[src/rtl/vslew_pkg.sv]
package vslew_pkg;

    localparam int CODE_W = 6;
    localparam int RATE_W = 3;
    localparam int MV_W   = 12;
    localparam logic [RATE_W-1:0] RATE_JUMP    = 3'd7;
    localparam logic [RATE_W-1:0] RATE_FASTEST = 3'd6;

    typedef logic [CODE_W-1:0] vcode_t;
    typedef logic [RATE_W-1:0] vrate_t;

    typedef enum logic {
        DIR_DOWN = 1'b0,
        DIR_UP   = 1'b1
    } vdir_t;

    // Size, in 25 mV units, of the step between codes k and k+1.
    function automatic logic [2:0] step_units(input vcode_t k);
        if (k <= vcode_t'(31))      return 3'd1;
        else if (k <= vcode_t'(59)) return 3'd2;
        else                        return 3'd4;
    endfunction

    function automatic logic [MV_W-1:0] code_to_mv(input vcode_t c);
        logic [MV_W-1:0] cw;
        cw = MV_W'(c);
        if (c < vcode_t'(32))       return MV_W'(800)  + MV_W'(25 * cw);
        else if (c < vcode_t'(61))  return MV_W'(1600) + MV_W'(50 * (cw - MV_W'(32)));
        else                        return MV_W'(3100) + MV_W'(100 * (cw - MV_W'(61)));
    endfunction

endpackage

[src/rtl/vslew_target.sv]
module vslew_target
    import vslew_pkg::*;
(
    input  logic   clk,
    input  logic   rst,
    input  vcode_t tgt_lo,
    input  vcode_t tgt_hi,
    input  logic   sel,
    input  logic   wr_stb,
    output vcode_t tgt,
    output logic   start
);
    logic sel_q;

    always_ff @(posedge clk) begin
        if (rst) sel_q <= sel;
        else     sel_q <= sel;
    end

    assign tgt   = sel ? tgt_hi : tgt_lo;
    assign start = wr_stb || (sel != sel_q);
endmodule

[src/rtl/vslew_pacer.sv]
module vslew_pacer
    import vslew_pkg::*;
#(
    parameter int BASE_TICKS = 1
) (
    input  logic       clk,
    input  logic       rst,
    input  logic       run,
    input  logic       tick,
    input  vrate_t     rate,
    input  logic [2:0] units,
    output logic       fire
);
    localparam int MAX_NEED = 4 * BASE_TICKS * 64;
    localparam int CW       = $clog2(MAX_NEED + 1) + 1;

    logic [CW-1:0]     cnt;
    logic [CW-1:0]     need;
    logic [RATE_W-1:0] shamt;

    always_comb begin
        shamt = RATE_FASTEST - rate;
        need  = CW'(CW'(units) * CW'(BASE_TICKS)) << shamt;
        fire  = run && tick && (CW'(cnt + 1'b1) >= need);
    end

    always_ff @(posedge clk) begin
        if (rst || !run) cnt <= '0;
        else if (tick)   cnt <= fire ? '0 : CW'(cnt + 1'b1);
    end
endmodule

[src/rtl/vslew_seq.sv]
module vslew_seq
    import vslew_pkg::*;
#(
    parameter int             BASE_TICKS = 1,
    parameter logic [5:0]     RESET_CODE = 6'd16
) (
    input  logic        clk,
    input  logic        rst,
    input  logic [5:0]  tgt_lo,
    input  logic [5:0]  tgt_hi,
    input  logic        sel,
    input  logic [2:0]  rate,
    input  logic        wr_stb,
    input  logic        tick,
    output logic [5:0]  code,
    output logic [11:0] level_mv,
    output logic        busy
);
    vcode_t     code_q, code_n, tgt;
    logic       go_q, go_n, start, fire, moving;
    vdir_t      dir;
    vcode_t     low_end;
    logic [2:0] units;

    vslew_target u_target (
        .clk    (clk),
        .rst    (rst),
        .tgt_lo (tgt_lo),
        .tgt_hi (tgt_hi),
        .sel    (sel),
        .wr_stb (wr_stb),
        .tgt    (tgt),
        .start  (start)
    );

    always_comb begin
        moving  = go_q && (code_q != tgt);
        dir     = (tgt > code_q) ? DIR_UP : DIR_DOWN;
        low_end = (dir == DIR_UP) ? code_q : vcode_t'(code_q - 1'b1);
        units   = step_units(low_end);
    end

    vslew_pacer #(.BASE_TICKS(BASE_TICKS)) u_pacer (
        .clk   (clk),
        .rst   (rst),
        .run   (moving && (rate != RATE_JUMP)),
        .tick  (tick),
        .rate  (rate),
        .units (units),
        .fire  (fire)
    );

    always_comb begin
        code_n = code_q;
        if (moving) begin
            if (rate == RATE_JUMP)  code_n = tgt;
            else if (fire)          code_n = (dir == DIR_UP) ? vcode_t'(code_q + 1'b1)
                                                             : vcode_t'(code_q - 1'b1);
        end
        go_n = (start || go_q) && (code_n != tgt);
    end

    always_ff @(posedge clk) begin
        if (rst) begin
            code_q <= RESET_CODE;
            go_q   <= 1'b0;
        end else begin
            code_q <= code_n;
            go_q   <= go_n;
        end
    end

    assign code     = code_q;
    assign busy     = go_q;
    assign level_mv = code_to_mv(code_q);
endmodule

[config.mk]
export PLATFORM = sky130hd
export DESIGN_NAME = vslew_seq
export DESIGN_NICKNAME = d
export VERILOG_FILES = /design/src/rtl/vslew_pkg.sv /design/src/rtl/vslew_target.sv /design/src/rtl/vslew_pacer.sv /design/src/rtl/vslew_seq.sv
export SDC_FILE = /design/constraint.sdc
export NUM_CORES = 1
export LEC_CHECK = 0
export BUFFER_PORTS_ARGS = -buffer_cell sky130_fd_sc_hd__clkbuf_2
export CAP_MARGIN = 20
export CORE_UTILIZATION = 55
export DETAILED_ROUTE_END_ITERATION = 16
export PLACE_DENSITY = 0.78
export SLEW_MARGIN = 20
export SYNTH_ARGS = -nofsm -noshare
export SYNTH_HDL_FRONTEND = slang
export SYNTH_SLANG_ARGS = --single-unit
[constraint.sdc]
create_clock -name clk -period 5.3 [get_ports clk]
set_input_delay 0.795 -clock clk [delete_from_list [all_inputs] [get_ports clk]]
set_output_delay 0.795 -clock clk [all_outputs]
set_load 0.005 [all_outputs]
## Yosys cells after proc, flatten, opt, wreduce, memory -nomap -nowiden

Index checks and enable logic that the tools add are counted.

| word-level totals | value |
|---|---|
| output and inout port bits | 19 |
| register bits | 18 |
| bits of input ports | 20 |

| cells by class | value |
|---|---|
| equal/unequal tests | 5 |
| shift-type cells | 1 |
| reduce and logical (&&, ||, !) cells | 9 |
| magnitude comparators | 6 |
| $add $sub $neg | 9 |
| muxes and demuxes | 12 |
| $mul | 3 |

Operators with widths:

| operator | count |
|---|---|
| $mux 6 | 6 |
| $mul 5x32->10 const A | 1 |
| $mul 5x32->11 const A | 1 |
| $mux 12 | 2 |
| $sub 6x6->7 const B | 2 |
| $add 10x11->12 const A | 1 |
| $add 11x12->12 const A | 1 |
| $add 12x12->12 const A | 1 |
| $lt 6x6->1 const B | 2 |
| $ne 6x6->1 | 2 |
| $mul 5x6->11 const A | 1 |
| $add 10x1->10 const B | 1 |
| $ge 10x10->1 | 1 |
| $mux 10 | 1 |
| $shl 3x3->10 | 1 |
| $add 6x1->6 const B | 1 |
| $gt 6x6->1 | 1 |
| $le 6x5->1 const B | 1 |
| $le 6x6->1 const B | 1 |
| $mux 3 | 2 |
| $sub 6x1->6 const B | 1 |
| $logic_and 1x1->1 | 5 |
| $eq 3x3->1 const B | 1 |
| $logic_or 1x1->1 | 3 |
| other kinds (5) | 5 |

## Depth between registers and ports, before layout

| depth | value |
|---|---|
| word-level depth | 15 |
| gate-level depth with buffers | 24 |
| gate-level depth less buffers | 20 |

## Modules after synthesis

Synthesis repeated with hierarchy kept, for this count alone.

| unflattened totals | value |
|---|---|
| cell total of the unflattened synthesis | 516 |
| area total of the unflattened synthesis | 4072.7 um2 |

By module, submodules not included:

| module | seq. area each (um2) | cells an instance | area an instance (um2) | times used |
|---|---|---|---|---|
| vslew_seq | 140.1 | 375 | 2912.8 | 1 |
| vslew_pacer | 200.2 | 131 | 1023.5 | 1 |
| vslew_target | 20.0 | 10 | 136.4 | 1 |

## Least setup slack after synthesis

OpenSTA, ideal clock, no wires.

| path | value |
|---|---|
| path kind | input to register |
| start point | input port sel |
| end point | register code_q[1] (netlist: code[1]) |
| stages on the path | 21 |
| data arrival time | 5.070 ns |
| slack | 0.115 ns |
| data required time | 5.185 ns |
| setup time | 0.115 ns |
| path through | buf_2 > mux2_2 > ha_1 > and4_1 > and3_1 > a31oi_1 > buf_4 > or4_4 > a22oi_4 > nor3b_2 > a31oi_1 > o32a_1 > ha_1 > a41oi_1 > a211o_1 > a21oi_1 > clkbuf_1 > clkbuf_1 > a22oi_1 > o22ai_1 > nor2_1 |

| on the way | value |
|---|---|
| word-level cells in the longest chain between the ends | 13 |
| elaborated cells on any way between the ends | 19 |
| those cells by class | 4 x order compare; 1 x eq/ne; 1 x shift; 9 x mux; 4 x reduce/logical |

RTL lines:

| what | RTL line | RTL |
|---|---|---|
| start, declared | vslew_seq.sv:11 | `input logic sel,` |
| $mux 6 * | vslew_target.sv:20 | `assign tgt = sel ? tgt_hi : tgt_lo;` |
| $gt 6x6->1 | vslew_seq.sv:38 | `dir = (tgt > code_q) ? DIR_UP : DIR_DOWN;` |
| $mux 1 | vslew_seq.sv:38 |  |
| $mux 6 | vslew_seq.sv:39 | `low_end = (dir == DIR_UP) ? code_q : vcode_t'(code_q - 1'b1);` |
| $le 6x6->1 | vslew_pkg.sv:20 | `else if (k <= vcode_t'(59)) return 3'd2;` |
| $mux 3 | vslew_pkg.sv:20 |  |
| $mux 3 | vslew_pkg.sv:19 | `if (k <= vcode_t'(31)) return 3'd1;` |
| $shl 3x3->10 | vslew_pacer.sv:23 | `need = CW'(CW'(units) * CW'(BASE_TICKS)) << shamt;` |
| $ge 10x10->1 | vslew_pacer.sv:24 | `fire = run && tick && (CW'(cnt + 1'b1) >= need);` |
| $logic_and 1x1->1 | vslew_pacer.sv:24 |  |
| $mux 6 | vslew_seq.sv:57 | `else if (fire) code_n = (dir == DIR_UP) ? vcode_t'(code_q + 1'b1)` |
| $mux 6 | vslew_seq.sv:56 | `if (rate == RATE_JUMP) code_n = tgt;` |
| $mux 6 * | vslew_seq.sv:55 | `if (moving) begin` |
| end signal, assigned | vslew_seq.sv:68 | `code_q <= code_n;` |
| end, declared | vslew_seq.sv:19 | `vcode_t code_q, code_n, tgt;` |

Mark *: on every way between the ends. The rest lies on a longest branch, timed or not.
A chain may end at the register's enable or synchronous reset.

## Worst setup path in the final report

| path | value |
|---|---|
| start point | input port sel |
| end point | register go_q (netlist: busy) |

| on the way | value |
|---|---|
| word-level cells in the longest chain between the ends | 15 |
| elaborated cells on any way between the ends | 24 |
| those cells by class | 4 x order compare; 3 x eq/ne; 1 x shift; 9 x mux; 7 x reduce/logical |

RTL lines:

| what | RTL line | RTL |
|---|---|---|
| $mux 6 | vslew_target.sv:20 |  |
| $gt 6x6->1 | vslew_seq.sv:38 |  |
| $mux 1 | vslew_seq.sv:38 |  |
| $mux 6 | vslew_seq.sv:39 |  |
| $le 6x6->1 | vslew_pkg.sv:20 |  |
| $mux 3 | vslew_pkg.sv:20 |  |
| $mux 3 | vslew_pkg.sv:19 |  |
| $shl 3x3->10 | vslew_pacer.sv:23 |  |
| $ge 10x10->1 | vslew_pacer.sv:24 |  |
| $logic_and 1x1->1 | vslew_pacer.sv:24 |  |
| $mux 6 | vslew_seq.sv:57 |  |
| $mux 6 | vslew_seq.sv:56 |  |
| $mux 6 | vslew_seq.sv:55 |  |
| $ne 6x6->1 | vslew_seq.sv:60 | `go_n = (start \|\| go_q) && (code_n != tgt);` |
| $logic_and 1x1->1 * | vslew_seq.sv:60 |  |
| end signal, assigned | vslew_seq.sv:69 | `go_q <= go_n;` |
| end, declared | vslew_seq.sv:20 | `logic go_q, go_n, start, fire, moving;` |

Marked as above.

==> results.py <==
metrics = {
    "critical_path": {
        "critPathMaxFanout": 6,
        "crit_family": "compound AO/OA/AOI/OAI gates",
        "start_kind": "input pin",
        "crit_path_cell_trace": "clkbuf_2 -> buf_4 -> mux2i_1 -> inv_1 -> ha_1 -> nor2b_1 -> o21ai_1 -> a31oi_2 -> or4_4 -> a22oi_4 -> mux2i_1 -> o2bb2ai_1 -> nand2_1 -> ha_1 -> a211oi_1 -> nor2_1 -> nor3_2 -> a21oi_2 -> buf_4 -> a31o_1 -> a2111oi_1 -> a211oi_1",
        "critPathBufInv": 4,
        "crit_type": "input pin to flop",
        "max_stage_delay_ns": 0.56,
        "arrival_ns": 5.28,
        "worstPathRequired_ns": 5.44,
        "crit_slowest_cell": "or4_4",
        "end_kind": "flop",
    },
    "synthesis": {
        "postSynthCellCount": 482,
        "avgSynthCellArea_sq_um": 7.99,
        "synth_top_area_frac": 0.266,
        "ys_warn_count": 0,
        "syn_nets": 596,
        "synth_seq_cells": 18,
        "synth_area_leaders": "ha_1 27%, xnor2_1 9.6%, dfxtp_1 9.4%",
        "ys_seq_area_frac": 0.0936,
        "yosys.cell_count.top_type": "ha_1",
        "netlist-cell-type-count": 53,
        "synth_largest_area_cell": "ha_1",
        "synth-main-ff-cell": "dfxtp_1",
        "syn_area_sq_mm": 0.00385,
        "async_flop_share": 0,
        "synthTopCellsByCount": "82 x ha_1, 52 x inv_1, 42 x xnor2_1",
        "synth_edf_count": 0,
    },
    "place": {
        "routabilityCongestion": 0.952,
        "dp_hpwl_microns": 7450,
        "dpl_cell_area_sq_mm": 0.00430,
        "portBuffers": 38,
    },
    "timing": {
        "setup_viol": 0,
        "drv_slew": 0,
        "fmax_ghz": 0.195,
        "period_needed_ns": 5.13,
        "slew_headroom": 0.576,
        "finalHoldViolations": 0,
        "period_share": 0.968,
        "worstMarginPinSlew_ns": 0.631,
        "skew_ns": 0.00350,
        "rsz0062_at_grt": "true",
    },
    "cts": {
        "clk_latency_ns": 0.26,
        "htreeDepth": 1,
        "numCtsBuffers": 3,
        "max-clock-path-buffers": 2,
        "postCtsHoldBufs": 0,
        "cts_root_buffer": "clkbuf_8",
        "cts.sinks": 18,
        "clk_pin_slew_ns": 0.08,
        "cts_tree": "built",
    },
    "floorplan": {
        "die_x_microns": 85.7,
        "ios": 39,
        "fp.coreArea_sq_mm": 0.00679,
        "die_area_sq_mm": 0.00734,
        "fp.dieH_microns": 85.7,
        "rows": 30,
        "initial_core_util": 0.567,
    },
    "pwr": {
        "leakagePower_nw": 2.20,
        "power_density_mw_per_mm2": 306,
        "ir_drop_v": 0.000244,
    },
    "cells_and_area": {
        "drive_gt1_frac": 0.173,
        "fin_util": 0.653,
        "area_delta_synth_final_pct": 15.3,
        "antenna_cells": 0,
        "final_nets": 653,
        "design_area_sq_mm": 0.00444,
    },
    "global_route": {
        "track_usage": 0.259,
        "grt_pass1_wl_microns": 15400,
        "grt_pass1_vias": 3370,
        "grt_antenna_before_repair": 0,
        "grt_overflow": 0,
        "grt_max_degree": 32,
    },
    "detailed_routing": {
        "vias_per_cell": 5.60,
        "drt_iter0_drc": 172,
        "final_antenna_net_count": 0,
        "wl_microns": 9340,
        "dr.pass1.iters": 4,
        "route.detailed.drc": 0,
        "vias": 3549,
        "wl_per_cell_microns": 14.7,
    },
    "job": {
        "maxCapViolCount": 0,
    },
    "hold_path": {
        "min_path_type": "flop to flop",
    },
    "status": {
        "status": "complete, no violations",
    },
}
sequential cells by signal, indices dropped and copies added (netlist names):
register	cells
busy	1
u_target.sel_q	1
u_pacer.cnt	10
code	6
report_power, final:
part           internal (mW)  switching (mW)  total (mW)
Combinational          0.511           0.581        1.09
Sequential             0.141         0.00553       0.147
Clock                 0.0663          0.0531       0.119
layout by cell type (no fill, tap or decap), types with 15 or more instances in the layout:
cell type	synthesis	routed
nand2_1	34	34
o21ai_0	22	22
ha_1	82	80
clkbuf_2	0	38
buf_4	1	31
xor2_1	15	15
dfxtp_1	18	18
nor2_1	29	29
xnor2_1	42	40
a21oi_1	34	32
inv_1	52	51
metal layers:
| metal | wire, microns | vias up | global-route usage |
|---|---|---|---|
| met5 | 0 | - | 0 |
| met4 | 206 | 0 | 0.0591 |
| met3 | 360 | 23 | 0.0327 |
| met2 | 4550 | 81 | 0.444 |
| met1 | 4220 | 1674 | 0.347 |
| li1 | - | 1771 | - |
through the flow:
stage | instances | setup TNS, ns | worst slack (ns) | total power [mW] | hold WS [ns]
6_report | 634 | 0 | 0.167 | 1.36 | 0.498
5_1_grt | 634 | -0.319 | -0.126 | 1.51 | 0.516
4_1_cts | 631 | 0 | 0.116 | 1.33 | 0.497
3_5_place_dp | 627 | -0.0883 | -0.0883 | 1.20 | 0.487
3_3_place_gp | 627 | 0 | 0.0421 | 1.16 | 0.464
2_1_floorplan | 482 | 0 | 0.115 | 0.938 | 0.454
layout make-up:
cell class | instances | area [sq um]
multi-input cells | 395 | 3290
fillers | 565 | 2350
repair buffers | 69 | 423
flip-flops and latches | 18 | 360
inverters | 52 | 195
well taps | 96 | 120
clock buffers | 4 | 55.1
timing repair:
| action | in CTS | in global routing |
|---|---|---|
| setup buffers | 0 | 3 |
| endpoints found under the setup margin | 0 | 13 |
| gates resized for setup | 0 | 15 |
path summary, 6_finish.rpt:
path | from | cells past startpoint | end | slack (ns)
hold reg to reg | u_pacer.cnt[9] | 2 | u_pacer.cnt[9] | 0.50
setup reg to reg | code[2] | 19 | busy | 0.59
setup / recovery | sel | 22 | busy | 0.17
hold / removal | u_pacer.cnt[9] | 2 | u_pacer.cnt[9] | 0.50
cells by family (layout without fill, tap and decap cells):
family                   Yosys count  in the layout  share of synthesized area
AND/OR/NAND/NOR                  127            127                      0.168
flip-flops                        18             18                     0.0936
multiplexers                      14             14                     0.0374
buffers and inverters             69            125                     0.0692
AO/OA/AOI/OAI                    102            102                      0.167
adder cells (fa/ha/maj)           94             94                      0.329
XOR/XNOR                          58             58                      0.136
tightest hold or removal path, stage by stage, from the launching register on:
cell,delay (ns)
dfxtp_1,0.33
nand2_1,0.07
a21oi_1,0.05
Power figures use the tool's default switching activity.
